==> src/rtl/timer_pkg.sv <==
package timer_pkg;
  localparam int TMR_DATA_W = 32;
  localparam int TMR_CNT_W  = 29;
  localparam int TMR_ADDR_W = 4;

  typedef enum logic [1:0] {
    SEL_NONE = 2'd0,
    SEL_CFG  = 2'd1,
    SEL_STAT = 2'd2
  } reg_sel_e;
endpackage

==> src/rtl/timer_counter.sv <==
module timer_counter #(
  parameter int DATA_W  = 32,
  parameter int CNT_W   = 29,
  parameter int PER_BIT = 30
) (
  input  logic              clk,
  input  logic              rst_n,
  input  logic              tick,
  input  logic              ld_wr,
  input  logic              ld_en,
  input  logic [DATA_W-2:0] ld_word,
  output logic              en,
  output logic [DATA_W-2:0] cfg_word,
  output logic [CNT_W-1:0]  count,
  output logic              expire
);
  logic             per;
  logic [CNT_W-1:0] reload;

  assign per    = cfg_word[PER_BIT];
  assign reload = cfg_word[CNT_W-1:0];
  assign expire = en && tick && !ld_wr && (count == '0);

  always_ff @(posedge clk) begin
    if (!rst_n) begin
      en       <= 1'b0;
      cfg_word <= '0;
      count    <= '0;
    end else if (ld_wr) begin
      en       <= ld_en;
      cfg_word <= ld_word;
      if (ld_en) count <= ld_word[CNT_W-1:0];
    end else if (en && tick) begin
      if (count == '0) begin
        if (per) count <= reload;
        else     en    <= 1'b0;
      end else begin
        count <= count - 1'b1;
      end
    end
  end

  a_r2_load_now: assert property (@(posedge clk) disable iff (!rst_n)
    (ld_wr && ld_en) |=> (en && count == $past(ld_word[CNT_W-1:0])));
  a_r2_halt: assert property (@(posedge clk) disable iff (!rst_n)
    (ld_wr && !ld_en) |=> (!en && $stable(count)));
  a_r4_step: assert property (@(posedge clk) disable iff (!rst_n)
    (en && tick && !ld_wr && count != '0) |=> (count == CNT_W'($past(count) - 1'b1)));
  a_r4_hold: assert property (@(posedge clk) disable iff (!rst_n)
    (!tick && !ld_wr) |=> $stable(count));
  a_r5_one_shot: assert property (@(posedge clk) disable iff (!rst_n)
    (expire && !per) |=> (!en && count == '0));
  a_r6_reload: assert property (@(posedge clk) disable iff (!rst_n)
    (expire && per) |=> (en && count == $past(reload)));
endmodule

==> src/rtl/timer_irq.sv <==
module timer_irq (
  input  logic clk,
  input  logic rst_n,
  input  logic expire,
  input  logic clr_wr,
  output logic flag
);
  always_ff @(posedge clk) begin
    if (!rst_n)      flag <= 1'b0;
    else if (expire) flag <= 1'b1;
    else if (clr_wr) flag <= 1'b0;
  end

  a_r7_raise: assert property (@(posedge clk) disable iff (!rst_n)
    expire |=> flag);
  a_r8_clear: assert property (@(posedge clk) disable iff (!rst_n)
    (clr_wr && !expire) |=> !flag);
  a_r8_keep: assert property (@(posedge clk) disable iff (!rst_n)
    (!clr_wr && !expire) |=> $stable(flag));
  a_r9_collide: assert property (@(posedge clk) disable iff (!rst_n)
    (clr_wr && expire) |=> flag);
endmodule

==> src/rtl/timer_regs.sv <==
module timer_regs
  import timer_pkg::*;
#(
  parameter int DATA_W   = 32,
  parameter int ADDR_W   = 4,
  parameter int CNT_W    = 29,
  parameter int CFG_OFF  = 0,
  parameter int STAT_OFF = 4,
  parameter int CLR_BIT  = 30
) (
  input  logic              clk,
  input  logic              rst_n,
  input  logic              bus_en,
  input  logic              bus_we,
  input  logic [ADDR_W-1:0] bus_addr,
  input  logic [DATA_W-1:0] bus_wdata,
  input  logic              en,
  input  logic [DATA_W-2:0] cfg_word,
  input  logic [CNT_W-1:0]  count,
  input  logic              flag,
  output logic              ld_wr,
  output logic              ld_en,
  output logic [DATA_W-2:0] ld_word,
  output logic              clr_wr,
  output logic              rd_valid,
  output logic [DATA_W-1:0] rd_data
);
  localparam int EN_BIT = DATA_W - 1;

  reg_sel_e          sel;
  logic              rd_req;
  logic [DATA_W-1:0] rd_next;
  logic [DATA_W-1:0] stat_word;

  always_comb begin
    if (bus_addr == ADDR_W'(CFG_OFF))       sel = SEL_CFG;
    else if (bus_addr == ADDR_W'(STAT_OFF)) sel = SEL_STAT;
    else                                    sel = SEL_NONE;
  end

  assign rd_req  = bus_en && !bus_we;
  assign ld_wr   = bus_en && bus_we && (sel == SEL_CFG);
  assign ld_en   = bus_wdata[EN_BIT];
  assign ld_word = bus_wdata[DATA_W-2:0];
  assign clr_wr  = bus_en && bus_we && (sel == SEL_STAT) && bus_wdata[CLR_BIT];

  always_comb begin
    stat_word              = '0;
    stat_word[CNT_W-1:0]   = count;
    stat_word[CLR_BIT]     = flag;
  end

  always_comb begin
    case (sel)
      SEL_CFG:  rd_next = {en, cfg_word};
      SEL_STAT: rd_next = stat_word;
      default:  rd_next = '0;
    endcase
  end

  always_ff @(posedge clk) begin
    if (!rst_n) begin
      rd_valid <= 1'b0;
      rd_data  <= '0;
    end else begin
      rd_valid <= rd_req;
      if (rd_req) rd_data <= rd_next;
    end
  end

  a_r12_answer: assert property (@(posedge clk) disable iff (!rst_n)
    rd_req |=> rd_valid);
  a_r12_quiet: assert property (@(posedge clk) disable iff (!rst_n)
    !rd_req |=> !rd_valid);
  a_r11_no_write: assert property (@(posedge clk) disable iff (!rst_n)
    (bus_en && sel == SEL_NONE) |-> (!ld_wr && !clr_wr));
endmodule

==> src/rtl/interval_timer.sv <==
module interval_timer
  import timer_pkg::*;
#(
  parameter int DATA_W   = TMR_DATA_W,
  parameter int ADDR_W   = TMR_ADDR_W,
  parameter int CNT_W    = TMR_CNT_W,
  parameter int CFG_OFF  = 0,
  parameter int STAT_OFF = 4
) (
  input  logic              clk,
  input  logic              rst_n,
  input  logic              tick,
  input  logic              bus_en,
  input  logic              bus_we,
  input  logic [ADDR_W-1:0] bus_addr,
  input  logic [DATA_W-1:0] bus_wdata,
  output logic              rd_valid,
  output logic [DATA_W-1:0] rd_data,
  output logic              irq
);
  localparam int MODE_BIT = DATA_W - 2;

  logic              ld_wr, ld_en, clr_wr, en, expire, flag;
  logic [DATA_W-2:0] ld_word, cfg_word;
  logic [CNT_W-1:0]  count;

  timer_regs #(
    .DATA_W(DATA_W), .ADDR_W(ADDR_W), .CNT_W(CNT_W),
    .CFG_OFF(CFG_OFF), .STAT_OFF(STAT_OFF), .CLR_BIT(MODE_BIT)
  ) u_regs (
    .clk(clk), .rst_n(rst_n),
    .bus_en(bus_en), .bus_we(bus_we), .bus_addr(bus_addr), .bus_wdata(bus_wdata),
    .en(en), .cfg_word(cfg_word), .count(count), .flag(flag),
    .ld_wr(ld_wr), .ld_en(ld_en), .ld_word(ld_word), .clr_wr(clr_wr),
    .rd_valid(rd_valid), .rd_data(rd_data)
  );

  timer_counter #(
    .DATA_W(DATA_W), .CNT_W(CNT_W), .PER_BIT(MODE_BIT)
  ) u_counter (
    .clk(clk), .rst_n(rst_n), .tick(tick),
    .ld_wr(ld_wr), .ld_en(ld_en), .ld_word(ld_word),
    .en(en), .cfg_word(cfg_word), .count(count), .expire(expire)
  );

  timer_irq u_irq (
    .clk(clk), .rst_n(rst_n), .expire(expire), .clr_wr(clr_wr), .flag(flag)
  );

  assign irq = flag;

  a_r7_pin: assert property (@(posedge clk) disable iff (!rst_n)
    $rose(irq) |-> $past(en && tick));
endmodule

==> config.mk <==
export PLATFORM = sky130hd
export DESIGN_NAME = interval_timer
export DESIGN_NICKNAME = d
export VERILOG_FILES = /design/src/rtl/timer_pkg.sv /design/src/rtl/timer_counter.sv /design/src/rtl/timer_irq.sv /design/src/rtl/timer_regs.sv /design/src/rtl/interval_timer.sv
export SDC_FILE = /design/constraint.sdc
export NUM_CORES = 1
export LEC_CHECK = 0
export CAP_MARGIN = 15
export CORE_MARGIN = 2
export CORE_UTILIZATION = 46
export DETAILED_ROUTE_END_ITERATION = 10
export DONT_BUFFER_PORTS = 1
export MAX_ROUTING_LAYER = met4
export SLEW_MARGIN = 5
export SYNTH_ARGS = -nofsm -noshare
export SYNTH_HDL_FRONTEND = slang
export SYNTH_SLANG_ARGS = --single-unit
==> constraint.sdc <==
create_clock -name clk -period 2.1 [get_ports clk]
set_input_delay 0.42 -clock clk [delete_from_list [all_inputs] [get_ports clk]]
set_output_delay 0.42 -clock clk [all_outputs]
set_load 0.1 [all_outputs]
==> metrics.txt <==
status finished, violations left; failing checks negative setup slack; Post-Synthesis Cells 575; DRT Pass-1 Iters 5; Fill cells 857; Max-Cap Viols 0; Routed Antenna Nets 0; die height 105 um; I/O pins 75; CP endpoint kind register; count leader, synth dfxtp_1; CP Class reg2reg; Ys Warns 0; Syn Nets 617; TritonCTS clock tree yes; net switching power 1.18 mW; vias in the first global route 4,666; clock tree buffer depth 2; post-route cell area 0.00656 mm^2; drt drc 0; Yosys cell types 60; Max Clock Freq 466 MHz; Port Buf Inserts 0; RSZ-0062 raised after global routing yes; Tightest Pin Transition 0.625 ns; placed cell areas 0.00570 mm^2; final critical-path required period 2.14 ns; Cell Int Power 2.94 mW; initial DRC count 380; Final setup viols 15; core footprint 0.00982 mm^2; Worst Skew 0.00849 ns; final non-filler cell total 826; crit-path max FO 6; Async S/R FF share, synth 0; Slowest-stage cell, CP or4_4; wire per inst 18.4 um; largest net degree at the start of global routing 104; Sink Count 95; total CTS buffers 9; CP arrival 2.40 ns; clk root buf clkbuf_8; combinational fraction of design power 0.196; WP data required 2.36 ns; clock latency on the worst-skew pair 0.38 ns; final hold violation count 0; global-route wire length before repair 23,800 um; syn avg cell area 8.11 um^2; H-Tree Depth 3; Peak VDD IR 0.316 mV; min-delay src bus_wdata[21]; n_diodes 0; Tcrit/Tclk final 1.02; Slew Limit Headroom 0.581; worst setup margin -0.0439 ns; sequential-to-total area share from yosys stat 0.408; GRT Total Usage 0.274; Post-DP HPWL 9900 um; cell area after synthesis 0.00467 mm^2; EDFF count, synth 0; Clock power frac 0.353; Cell Chain, Critical Path or4_4, nand2b_4, nor4_4, buf_4, o31ai_2, buf_12, o21ai_0, a31oi_1; total die area 0.0110 mm^2; Yosys top cell area share 0.408; Critical Path Source u_counter.count[15]; initial antenna violation count 0; top cells by area, synth dfxtp_1 (41%), nand2_1 (7.6%), a221oi_1 (5.8%), a21boi_0 (5.5%), nor3b_1 (5.0%); Setup TNS -0.305 ns; sw frac 0.287; Reg power frac 0.451; Yosys reg bits 95; Vias/cell 5.95; die extent in x 105 um; Pins Over Slew Limit 0; delay-heaviest family, CP simple AND/OR/NAND/NOR gates; Final Wtd Congestion 0.966; Critical Path Start Type register; nets 730; FP Rows 36; largest area contributor in the synthesized netlist dfxtp_1; reg2reg start u_counter.count[15]; Power Dens Cells 628 mW/mm^2; CTS clk-pin slew, worst paths 0.09 ns; DRT Wirelength 15,200 um; remaining global-route overflow 0; Layout area overhead 40.6%; delay of the slowest critical-path stage 0.53 ns; Initial Utilization 0.475; leakage 2.59 nW; Vias 4,916; Hold Path Class in2reg; Post-synth top flop dfxtp_1; Buf+Inv Stages, Crit Path 2; share of layout cells above drive strength 1 0.349; top cells by count, synth dfxtp_1 (95), nand2_1 (94), nor2_1 (50); Post-Place Cells 788
## registers in the layout, summed over array words and instances (netlist names)
signal and count:
u_regs.rd_valid 1, u_counter.en 1, u_counter.count 29, u_regs.rd_data 32, u_irq.flag 1, u_counter.cfg_word 31
## worst paths after layout
kind / slack (ns) / to / depth (start not counted)
worst max register to register: -0.04 / u_counter.count[7] / 8
worst min-delay path: 0.18 / u_counter.cfg_word[21] / 2
worst min register to register: 0.47 / u_regs.rd_data[29] / 2
worst max-delay path: -0.04 / u_counter.count[7] / 8
## power by group through the flow
stage / Combinational (mW) / Clock [mW] / Sequential, mW
final: 0.807 / 1.45 / 1.86
after global routing: 0.850 / 1.54 / 1.86
after CTS: 0.749 / 1.47 / 1.86
after detailed placement: 0.701 / 0 / 1.90
after global placement: 0.694 / 0 / 1.90
after floorplan: 0.273 / 0 / 2.14
## metrics by stage
stage               utilization  setup WS, ns  power [mW]  hold slack (ns)
floorplan                     -        -0.119        2.41            0.444
global placement          0.581        -0.124        2.59            0.451
detailed placement        0.581        -0.203        2.60            0.464
CTS                       0.628       -0.0626        4.08            0.164
global route              0.668        -0.109        4.26            0.164
finish                    0.668       -0.0439        4.12            0.175
## repair_timing
item	4_1_cts	5_1_grt
pin swaps	16	28
setup buffers	7	13
endpoints found under the setup margin	30	30
gates cloned	0	3
resized for setup	38	67
hold buffers	0	0
## layout make-up
class | count | area (um^2) | area share
inverters | 2 | 7.51 | 0.00114
flip-flops and latches | 95 | 1910 | 0.291
clock buffers | 14 | 183 | 0.0279
well taps | 133 | 166 | 0.0254
repair buffers | 151 | 1270 | 0.193
multi-input cells | 429 | 2970 | 0.452
clock inverters | 2 | 60.1 | 0.00916
## placed cells by master, fill, tap and decap left out, drive strengths merged, types with 3 or more instances in the layout
cell type / count
nand4: 3
or3: 10
buf: 149
o211ai: 9
or4: 5
o31ai: 11
nor3: 10
a31oi: 12
nand2b: 3
xnor2: 3
dfxtp: 95
a21boi: 34
nor4b: 3
xor2: 6
a221oi: 31
nor2: 51
nand3: 11
clkbuf: 16
nor4: 10
nor3b: 31
a21oi: 23
nand2: 95
o21ai: 29
o22ai: 8
## metal layers
metal / up-vias / global-route usage / share of wire
met5: - / - / 0
met4: 0 / 0.0695 / 0.017
met3: 22 / 0.0487 / 0.067
met2: 177 / 0.432 / 0.47
met1: 2359 / 0.366 / 0.45
li1: 2358 / - / -
## cell families (layout without fill, tap and decap cells)
family,Yosys count,count (layout),share of synthesized area
AND/OR/NAND/NOR,241,241,0.260
AO/OA/AOI/OAI,177,178,0.268
flip-flops,95,95,0.408
buffers and inverters,52,169,0.0448
XOR/XNOR,9,9,0.0169
adder cells (fa/ha/maj),1,1,0.00268
Note: power is estimated with default switching activity, not from simulation.
